$ cat config.mk
export PLATFORM = sky130hd
export DESIGN_NAME = bclk_fsync_gen
export DESIGN_NICKNAME = d
export VERILOG_FILES = /design/src/rtl/bclk_fsync_pkg.sv /design/src/rtl/bfs_cfg_calc.sv /design/src/rtl/bfs_ctrl.sv /design/src/rtl/bfs_dpath.sv /design/src/rtl/bclk_fsync_gen.sv
export SDC_FILE = /design/constraint.sdc
export NUM_CORES = 2
export LEC_CHECK = 0
export ABC_AREA = 1
export CAP_MARGIN = 5
export CORE_UTILIZATION = 60
export DETAILED_ROUTE_END_ITERATION = 10
export PLACE_DENSITY = 0.84
export SYNTH_ARGS = -nofsm -noshare
export SYNTH_HDL_FRONTEND = slang
export SYNTH_SLANG_ARGS = --single-unit
$ cat constraint.sdc
create_clock -name clk -period 311.8 [get_ports clk]
set_input_delay 62.36 -clock clk [delete_from_list [all_inputs] [get_ports clk]]
set_output_delay 62.36 -clock clk [all_outputs]
set_load 0.03 [all_outputs]
$ cat src/rtl/bclk_fsync_pkg.sv
package bclk_fsync_pkg;

  // Per-cycle levels decided by the control, registered by the datapath.
  typedef struct packed {
    logic running;     // generator enabled this cycle
    logic bitLevel;    // bit clock level before polarity
    logic syncLevel;   // frame sync level before polarity
    logic frameMark;   // first reference cycle of a frame
  } bfsStrobe_t;

endpackage

$ cat src/rtl/bfs_cfg_calc.sv
module bfs_cfg_calc #(
  parameter int FREQ_W = 32,
  parameter int RATE_W = 20,
  parameter int DIV_W  = 8,
  parameter int WLEN_W = 6,
  parameter int CHAN_W = 5,
  parameter int PER_W  = 12,
  parameter int FSW_W  = 8
) (
  input  logic              isMaster,
  input  logic              halfWidthFmt,
  input  logic [FREQ_W-1:0] refFreq,
  input  logic [RATE_W-1:0] sampleRate,
  input  logic [DIV_W-1:0]  divRatio,
  input  logic [WLEN_W-1:0] wordLen,
  input  logic [CHAN_W-1:0] chanCount,
  output logic [PER_W-1:0]  periodMinus1,
  output logic [FSW_W-1:0]  widthMinus1,
  output logic              bwError
);

  localparam int SLOT_W = WLEN_W + CHAN_W;
  localparam logic [FREQ_W-1:0] PER_MAX = FREQ_W'({PER_W{1'b1}});
  localparam logic [FREQ_W-1:0] FSW_MAX = FREQ_W'({FSW_W{1'b1}});

  logic [FREQ_W-1:0] effRatio;
  logic [FREQ_W-1:0] bitRate;
  logic [FREQ_W-1:0] masterLen;
  logic [SLOT_W-1:0] slotBits;
  logic [FREQ_W-1:0] slotBitsW;
  logic [FREQ_W-1:0] frameLen;
  logic [FREQ_W-1:0] lenMinus1;
  logic [FREQ_W-1:0] halfLen;
  logic [FREQ_W-1:0] halfMinus1;

  assign effRatio  = (divRatio == '0) ? FREQ_W'(1) : FREQ_W'(divRatio);
  assign bitRate   = refFreq / effRatio;
  assign masterLen = (sampleRate == '0) ? '0 : bitRate / FREQ_W'(sampleRate);
  assign slotBits  = SLOT_W'(wordLen) * SLOT_W'(chanCount);
  assign slotBitsW = FREQ_W'(slotBits);
  assign frameLen  = isMaster ? masterLen : slotBitsW;
  assign bwError   = isMaster && (masterLen < slotBitsW);

  assign lenMinus1  = frameLen - FREQ_W'(1);
  assign halfLen    = frameLen >> 1;
  assign halfMinus1 = halfLen - FREQ_W'(1);

  always_comb begin
    if (frameLen == '0)          periodMinus1 = '0;
    else if (lenMinus1 > PER_MAX) periodMinus1 = '1;
    else                          periodMinus1 = lenMinus1[PER_W-1:0];

    if (!halfWidthFmt || halfLen == '0) widthMinus1 = '0;
    else if (halfMinus1 > FSW_MAX)       widthMinus1 = '1;
    else                                 widthMinus1 = halfMinus1[FSW_W-1:0];
  end

  // A derived sync never outlasts the derived frame.
  always_comb begin
    if (halfWidthFmt)
      AST_WIDTH_FITS: assert (FREQ_W'(widthMinus1) <= FREQ_W'(periodMinus1));
  end

endmodule

$ cat src/rtl/bfs_ctrl.sv
module bfs_ctrl
  import bclk_fsync_pkg::*;
#(
  parameter int DIV_W = 8,
  parameter int PER_W = 12,
  parameter int FSW_W = 8
) (
  input  logic             clk,
  input  logic             rstN,
  input  logic             enable,
  input  logic [DIV_W-1:0] divMinus1,
  input  logic [PER_W-1:0] periodMinus1,
  input  logic [FSW_W-1:0] widthMinus1,
  output bfsStrobe_t       strobe
);

  localparam int CMP_W = (PER_W > FSW_W) ? PER_W : FSW_W;

  logic [DIV_W-1:0] divCnt;
  logic [PER_W-1:0] bitCnt;
  logic [DIV_W:0]   highCycles;
  logic             divWrap;
  logic             frameWrap;

  // Odd ratios keep the extra reference cycle in the high phase.
  assign highCycles = ({1'b0, divMinus1} + (DIV_W + 1)'(2)) >> 1;
  assign divWrap    = divCnt >= divMinus1;
  assign frameWrap  = bitCnt >= periodMinus1;

  always_ff @(posedge clk) begin
    if (!rstN || !enable) begin
      divCnt <= '0;
      bitCnt <= '0;
    end else begin
      divCnt <= divWrap ? '0 : divCnt + DIV_W'(1);
      if (divWrap)
        bitCnt <= frameWrap ? '0 : bitCnt + PER_W'(1);
    end
  end

  always_comb begin
    strobe.running   = enable;
    strobe.bitLevel  = enable && ({1'b0, divCnt} < highCycles);
    strobe.syncLevel = enable && (CMP_W'(bitCnt) <= CMP_W'(widthMinus1));
    strobe.frameMark = enable && (divCnt == '0) && (bitCnt == '0);
  end

  AST_DIV_WRAP: assert property (@(posedge clk) disable iff (!rstN)
    (enable && divCnt == divMinus1) |=> (divCnt == '0));

  AST_FRAME_WRAP: assert property (@(posedge clk) disable iff (!rstN)
    (enable && divCnt == divMinus1 && bitCnt == periodMinus1) |=> (bitCnt == '0));

endmodule

$ cat src/rtl/bfs_dpath.sv
module bfs_dpath
  import bclk_fsync_pkg::*;
(
  input  logic       clk,
  input  logic       rstN,
  input  bfsStrobe_t strobe,
  input  logic       bclkInvert,
  input  logic       fsyncInvert,
  output logic       bclk,
  output logic       fsync,
  output logic       frameStart
);

  logic bitQ;
  logic syncQ;
  logic markQ;

  always_ff @(posedge clk) begin
    if (!rstN) begin
      bitQ  <= 1'b0;
      syncQ <= 1'b0;
      markQ <= 1'b0;
    end else begin
      bitQ  <= strobe.bitLevel;
      syncQ <= strobe.syncLevel;
      markQ <= strobe.frameMark;
    end
  end

  assign bclk       = bitQ ^ bclkInvert;
  assign fsync      = syncQ ^ fsyncInvert;
  assign frameStart = markQ;

  AST_IDLE_QUIET: assert property (@(posedge clk) disable iff (!rstN)
    !strobe.running |=> (!bitQ && !syncQ && !markQ));

  AST_MARK_ON_HIGH: assert property (@(posedge clk) disable iff (!rstN)
    markQ |-> (bitQ && syncQ));

  AST_FIRST_FRAME: assert property (@(posedge clk) disable iff (!rstN)
    $rose(strobe.running) |=> markQ);

endmodule

$ cat src/rtl/bclk_fsync_gen.sv
module bclk_fsync_gen
  import bclk_fsync_pkg::*;
#(
  parameter int DIV_W  = 8,
  parameter int PER_W  = 12,
  parameter int FSW_W  = 8,
  parameter int FREQ_W = 32,
  parameter int RATE_W = 20,
  parameter int WLEN_W = 6,
  parameter int CHAN_W = 5
) (
  input  logic              clk,
  input  logic              rstN,
  input  logic              enable,
  input  logic [DIV_W-1:0]  divMinus1,
  input  logic [PER_W-1:0]  periodMinus1,
  input  logic [FSW_W-1:0]  widthMinus1,
  input  logic              bclkInvert,
  input  logic              fsyncInvert,
  output logic              bclk,
  output logic              fsync,
  output logic              frameStart,
  input  logic              isMaster,
  input  logic              halfWidthFmt,
  input  logic [FREQ_W-1:0] refFreq,
  input  logic [RATE_W-1:0] sampleRate,
  input  logic [DIV_W-1:0]  cfgDivRatio,
  input  logic [WLEN_W-1:0] wordLen,
  input  logic [CHAN_W-1:0] chanCount,
  output logic [PER_W-1:0]  cfgPeriodMinus1,
  output logic [FSW_W-1:0]  cfgWidthMinus1,
  output logic              cfgBwError
);

  bfsStrobe_t strobe;

  bfs_ctrl #(.DIV_W(DIV_W), .PER_W(PER_W), .FSW_W(FSW_W)) uCtrl (
    .clk          (clk),
    .rstN         (rstN),
    .enable       (enable),
    .divMinus1    (divMinus1),
    .periodMinus1 (periodMinus1),
    .widthMinus1  (widthMinus1),
    .strobe       (strobe)
  );

  bfs_dpath uDpath (
    .clk         (clk),
    .rstN        (rstN),
    .strobe      (strobe),
    .bclkInvert  (bclkInvert),
    .fsyncInvert (fsyncInvert),
    .bclk        (bclk),
    .fsync       (fsync),
    .frameStart  (frameStart)
  );

  bfs_cfg_calc #(
    .FREQ_W(FREQ_W), .RATE_W(RATE_W), .DIV_W(DIV_W), .WLEN_W(WLEN_W),
    .CHAN_W(CHAN_W), .PER_W(PER_W), .FSW_W(FSW_W)
  ) uCfg (
    .isMaster     (isMaster),
    .halfWidthFmt (halfWidthFmt),
    .refFreq      (refFreq),
    .sampleRate   (sampleRate),
    .divRatio     (cfgDivRatio),
    .wordLen      (wordLen),
    .chanCount    (chanCount),
    .periodMinus1 (cfgPeriodMinus1),
    .widthMinus1  (cfgWidthMinus1),
    .bwError      (cfgBwError)
  );

endmodule

# After elaboration in Yosys (flattened, before gate mapping)
# Cells that the tools add are included.
[totals]
wordCells = 47
out_inout_bits = 24
ff_bits = 23
[classes]
addsub = 5
magnitude_cmp = 7
n_mux = 8
n_bitwise = 2
n_div = 2
multipliers = 1
n_reduce_logical = 17
[ops]
columns = ["cell", "count"]
rows = [
  ["$logic_not A32 Y1", 2],
  ["$mux W32", 2],
  ["$mux W12", 3],
  ["$div A32 B20 Y32", 1],
  ["$div A32 B32 Y32", 1],
  ["$gt A32 B12 Y1 const B", 1],
  ["$gt A32 B8 Y1 const B", 1],
  ["$lt A32 B11 Y1", 1],
  ["$sub A31 B1 Y32 const B", 1],
  ["$sub A32 B1 Y32 const B", 1],
  ["$mux W8", 3],
  ["$logic_not A20 Y1", 1],
  ["$logic_not A8 Y1", 2],
  ["$add A12 B1 Y12 const B", 1],
  ["$ge A12 B12 Y1", 1],
  ["$le A12 B8 Y1", 1],
  ["$logic_not A12 Y1", 1],
  ["$mul A6 B5 Y11", 1],
  ["$add A8 B2 Y9 const B", 1],
  ["$add A8 B1 Y8 const B", 1],
  ["$ge A8 B8 Y1", 1],
  ["$lt A8 B8 Y1", 1],
  ["$logic_and A1 B1 Y1", 5],
  ["$logic_not A1 Y1", 3],
  ["3 further kinds", 5],
]

# Depth between registers and ports, before layout
[logic_depth]
word_depth = 10
depth_mapped = 1176
mapped_depth_nobuf = 1112

# Modules after synthesis
# A second synthesis with hierarchy kept.
[unflattened]
hier_cells = 9080
hier_area_um2 = 55209.2
[modules_own_cells]
columns = ["mod", "instances", "cells_each", "area_each_um2", "seq_area_each_um2"]
rows = [
  ["bfs_cfg_calc", 1, 8762, 53053.4, 0.0],
  ["bfs_ctrl", 1, 299, 2035.7, 400.4],
  ["bfs_dpath", 1, 19, 120.1, 60.1],
]

# Worst setup path before layout
# OpenSTA, ideal clock, no wires.
[synth_path]
path_kind = "input-to-output"
start = "input port cfgDivRatio[5]"
end = "output port cfgPeriodMinus1[1]"
path_stages = 1138
slack_ns = 36.987
arrival_ns = 212.453
cell_sequence = "inv_2 -> nand2_2 -> nor2_1 -> nor2_1 -> ha_1 -> or2_1 -> nand3_1 -> nand2_1 -> nand2_1 -> ha_1 -> o21ai_1 -> nand2_1 -> nand2_2 -> o21ai_1 -> ha_1 -> inv_1 -> o21bai_1 -> nand2_1 -> [1102 not listed] -> nand2_4 -> inv_1 -> ha_1 -> nand3_4 -> inv_2 -> nand2_2 -> nor2_4 -> nand3_1 -> xor2_1 -> nor2_1 -> nand2_1 -> a21oi_1 -> nand2_2 -> nor2_4 -> buf_6 -> nand4_1 -> nand2_1 -> inv_1"
[synth_between]
elab_chain_len = 10
elab_cells_between_ends = 11
classes_between = "add/sub (1); div (2); order compare (1); mux (5); reduce/logical (2)"
[synth_rtl]
columns = ["element", "line", "source"]
rows = [
  ["start: declaration", "bclk_fsync_gen.sv:27", "input logic [DIV_W-1:0] cfgDivRatio,"],
  ["$logic_not A8 Y1", "bfs_cfg_calc.sv:36", "assign effRatio = (divRatio == '0) ? FREQ_W'(1) : FREQ_W'(divRatio);"],
  ["$mux W8 (*)", "bfs_cfg_calc.sv:36", ""],
  ["$div A32 B32 Y32 (*)", "bfs_cfg_calc.sv:37", "assign bitRate = refFreq / effRatio;"],
  ["$div A32 B20 Y32 (*)", "bfs_cfg_calc.sv:38", "assign masterLen = (sampleRate == '0) ? '0 : bitRate / FREQ_W'(sampleRate);"],
  ["$mux W32 (*)", "bfs_cfg_calc.sv:38", ""],
  ["$mux W32 (*)", "bfs_cfg_calc.sv:41", "assign frameLen = isMaster ? masterLen : slotBitsW;"],
  ["$sub A32 B1 Y32", "bfs_cfg_calc.sv:44", "assign lenMinus1 = frameLen - FREQ_W'(1);"],
  ["$gt A32 B12 Y1", "bfs_cfg_calc.sv:50", "else if (lenMinus1 > PER_MAX) periodMinus1 = '1;"],
  ["$mux W12", "bfs_cfg_calc.sv:50", ""],
  ["$mux W12 (*)", "bfs_cfg_calc.sv:49", "if (frameLen == '0) periodMinus1 = '0;"],
  ["end: declaration", "bclk_fsync_gen.sv:30", "output logic [PER_W-1:0] cfgPeriodMinus1,"],
]
# Every way passes the cells marked *; elsewhere a longest branch is shown, timed or not.

==> results.txt <==
- In the final design database the tool counted slightly above 10000 nets.
- The number of failing hold endpoints at the final stage is 0.
- Yosys mapped the design onto between 100 and 150 distinct sky130hd cell types.
* Area enclosed by the die boundary: 95800 µm²
- Residual DRC: 0
* Count of clock tree sinks: 23
- The worst setup path is launched from an input port.
- Worst-Skew Late Latency: between 0.2 and 0.3 ns
* Sequential-to-total area share from yosys stat: 0.812%
- For this configuration, the core starts out at a cell density of a little over 60%.
- In this run, synthesis produced a sequential element count of 23.
* Number of top-level pins: 130
- The via count of the first global-routing pass came to 56145.
- Port Buf Inserts: 129
* Worst Tran Pin Value: around 1.1 ns
- The longest clock path from root to sink contains 2 buffers.
* TritonCTS clock tree: built
- Final number of max-transition violations: 0
* Synth area leaders: sky130_fd_sc_hd__ha_1 (17%), sky130_fd_sc_hd__nand2_1 (14%), sky130_fd_sc_hd__inv_1 (8.4%)
- The run finished with clean final reports.
* Cell taking the most area after synthesis: sky130_fd_sc_hd__ha_1
- Including well taps, the total number of placed cells is around 11000.
* Highest attainable clock frequency: between 3 and 4 MHz
* Final Skew: 0.00411 ns
* Global-route wire length before repair: 272000 µm
* Total routed wirelength: around 170000 µm
- Final setup fails: 0
- STA classifies the critical path endpoint as an output port.
- Leading cell types in the layout, fill and taps excluded: sky130_fd_sc_hd__nand2_1 (2070), sky130_fd_sc_hd__inv_1 (1252), sky130_fd_sc_hd__ha_1 (754)
* Crit path time final: around 290 ns
- Top Family by Delay on Critical Path: compound AO/OA/AOI/OAI gates
- DRT Pass-1 Iters: 9
- Via-to-Cell Ratio: 5.74
- From bottom edge to top edge, the die measures 309 µm.
* Mean cell area of the mapped netlist: a little over 6 µm²
- Overall fraction of global-route tracks in use: between 30 and 40%
- Across the run, the number of max-cap violations was 0.
* Die outline width: ~310 µm
- Once layout is complete, the cells apart from fillers number 10571.
- Number of buffers created by CTS: 3
- Of the post-synthesis cell area, the dominant cell type holds around 17%.
* Final period util: between 90% and 100%
* Core Box Area: between 90000 and 100000 µm²
* Detailed placer's ending HPWL: about 140000 µm
- The number of antenna violations at the first check in global routing is 4.
- Max incr delay on CP: 0.62 ns
- In this run, synthesis inferred 0 flip-flops with an integrated enable.
- Clock-pin slew on the worst setup and hold paths: approximately 0.060 ns
- Of the cells placed in the final design, the portion with a size suffix greater than 1 is approximately 15%.
- Detailed routing inserted a total of just over 60000 vias.
- Synthesized netlist net count: approximately 10000
- Bufs and invs on worst path: 219
* Number of standard-cell rows in the floorplan: 112
- Synth warnings: 0
- CP Max Fanout: a little over 40
* Routability-driven placement congestion ratio: between 1 and 1.5
- Drt initial violations: 4953
- Final Hold Slack: a little under 0.5 ns
- The cell count after synthesis came out at between 9000 and 10000.
- Total number of H-tree levels: 1
- Cell repeated most along the worst path: sky130_fd_sc_hd__nand2_1
- Most common library cell in the layout ignoring fill and taps: sky130_fd_sc_hd__nand2_1
- Critical path start-end classification: in2out
* Detailed-route wire length per cell: 16.1 µm
* Critical Path AT: around 230 ns
- Antenna-violating nets left: 0
- For this run, the leading register cell type out of synthesis is sky130_fd_sc_hd__dfxtp_1.
* Slowest CP cell: sky130_fd_sc_hd__clkdlybuf4s50_1
* Cell at the root of the clock tree: sky130_fd_sc_hd__clkbuf_16
- Post-synthesis async set-or-reset flop share: 0%
- Maximum number of pins on one net before global-route repair: 46
- Type of the tightest min-delay check: reg2reg
* Required time at the worst-slack endpoint: approximately 250 ns
* Sum of overflow across all layers after global routing: 0
- The worst pin sits at a relative slew slack of 26.1%.
- Synth-to-Final Area Change: 3.73%
* Mapped Area: between 50000 and 60000 µm²
layer usage:
layer | up-vias | GRT usage [%] | share of wire (%)
li1 | 30513 | - | -
met4 | 4 | 13.6 | 4.3
met3 | 448 | 2.61 | 6.8
met1 | 27693 | 43.0 | 43
met2 | 2059 | 58.7 | 46
met5 | - | 0 | 0.014
cell usage after synthesis (61+ instances only):
cell	number
sky130_fd_sc_hd__o21ai_0	547
sky130_fd_sc_hd__nand4_1	192
sky130_fd_sc_hd__inv_1	1262
sky130_fd_sc_hd__inv_2	86
sky130_fd_sc_hd__nor2_4	85
sky130_fd_sc_hd__xnor2_1	216
sky130_fd_sc_hd__xor2_1	370
sky130_fd_sc_hd__o21ai_1	84
sky130_fd_sc_hd__nand3_2	171
sky130_fd_sc_hd__nand2_2	288
sky130_fd_sc_hd__nand2_1	2073
sky130_fd_sc_hd__nand3_1	524
sky130_fd_sc_hd__a21oi_1	528
sky130_fd_sc_hd__nand2_4	126
sky130_fd_sc_hd__nor2_2	138
sky130_fd_sc_hd__nor2_1	726
sky130_fd_sc_hd__ha_1	754
sky130_fd_sc_hd__clkbuf_1	61
sky130_fd_sc_hd__nor3_1	104
registers in the layout (all words and copies together), names as in the netlist:
name and flops:
uDpath.syncQ 1, uCtrl.divCnt 8, uDpath.frameStart 1, uDpath.bitQ 1, uCtrl.bitCnt 12
cells by family after synthesis:
logic type | Yosys count | share of synthesized area, %
compound gates | 1523 | 15.6
xor+xnor | 586 | 9.05
fa+ha+maj | 766 | 17.1
buf+inv | 1645 | 13.5
flops | 23 | 0.812
mux | 6 | 0.106
simple gates | 4729 | 43.8
worst paths after layout:
kind | end | depth (start not counted) | from | slack (ns)
min reg2reg | uCtrl.divCnt[0] | 1 | uCtrl.divCnt[0] | 0.48
min | uCtrl.divCnt[0] | 1 | uCtrl.divCnt[0] | 0.48
max | cfgPeriodMinus1[0] | 1145 | cfgDivRatio[7] | 17.76
max reg2reg | uCtrl.bitCnt[10] | 13 | uCtrl.bitCnt[0] | 309.20
worst register-to-register path, delay by kind of cell, from the launching register on:
| kind | cells | cell delay (ns) |
|---|---|---|
| buffers and inverters | 2 | 0.24 |
| AOI/OAI and AO/OA | 7 | 1.28 |
| adders and majority gates | 1 | 0.27 |
| and+or+nand+nor | 3 | 0.42 |
| DFF | 1 | 0.31 |
final cells by class:
class                   count  area, µm²
repair inverters            1       5.00
repair buffers            190       1760
multi-input cells        7620      48900
fillers                  9051      34600
well taps                1254       1570
clock inverters             1       5.00
inverters                1477       6080
clock buffers               3       75.1
diodes                      2       5.00
flip-flops and latches     23        460
through the flow:
| stage | utilization [%] | instance area, µm² | setup WS, ns | TNS (ns) |
|---|---|---|---|---|
| floorplan | - | 56700 | 36.99 | 0 |
| global placement | 62.3 | 58200 | 16.87 | 0 |
| detailed placement | 62.3 | 58200 | 11.01 | 0 |
| CTS | 62.4 | 58300 | 10.44 | 0 |
| global route | 62.9 | 58800 | -0.169 | -1.59 |
| finish | 62.9 | 58800 | 17.76 | 0 |
what timing repair did:
action                     4_1_cts  5_1_grt
hold endpoints to repair         0        0
hold buffers                     0        0
setup endpoints to repair        0       21
gates resized for setup          0       59
setup buffers                    0       23
Power is left out: the tool's default activity adds up to more than one toggle a clock period on the data nets, which glitch-free logic cannot reach.
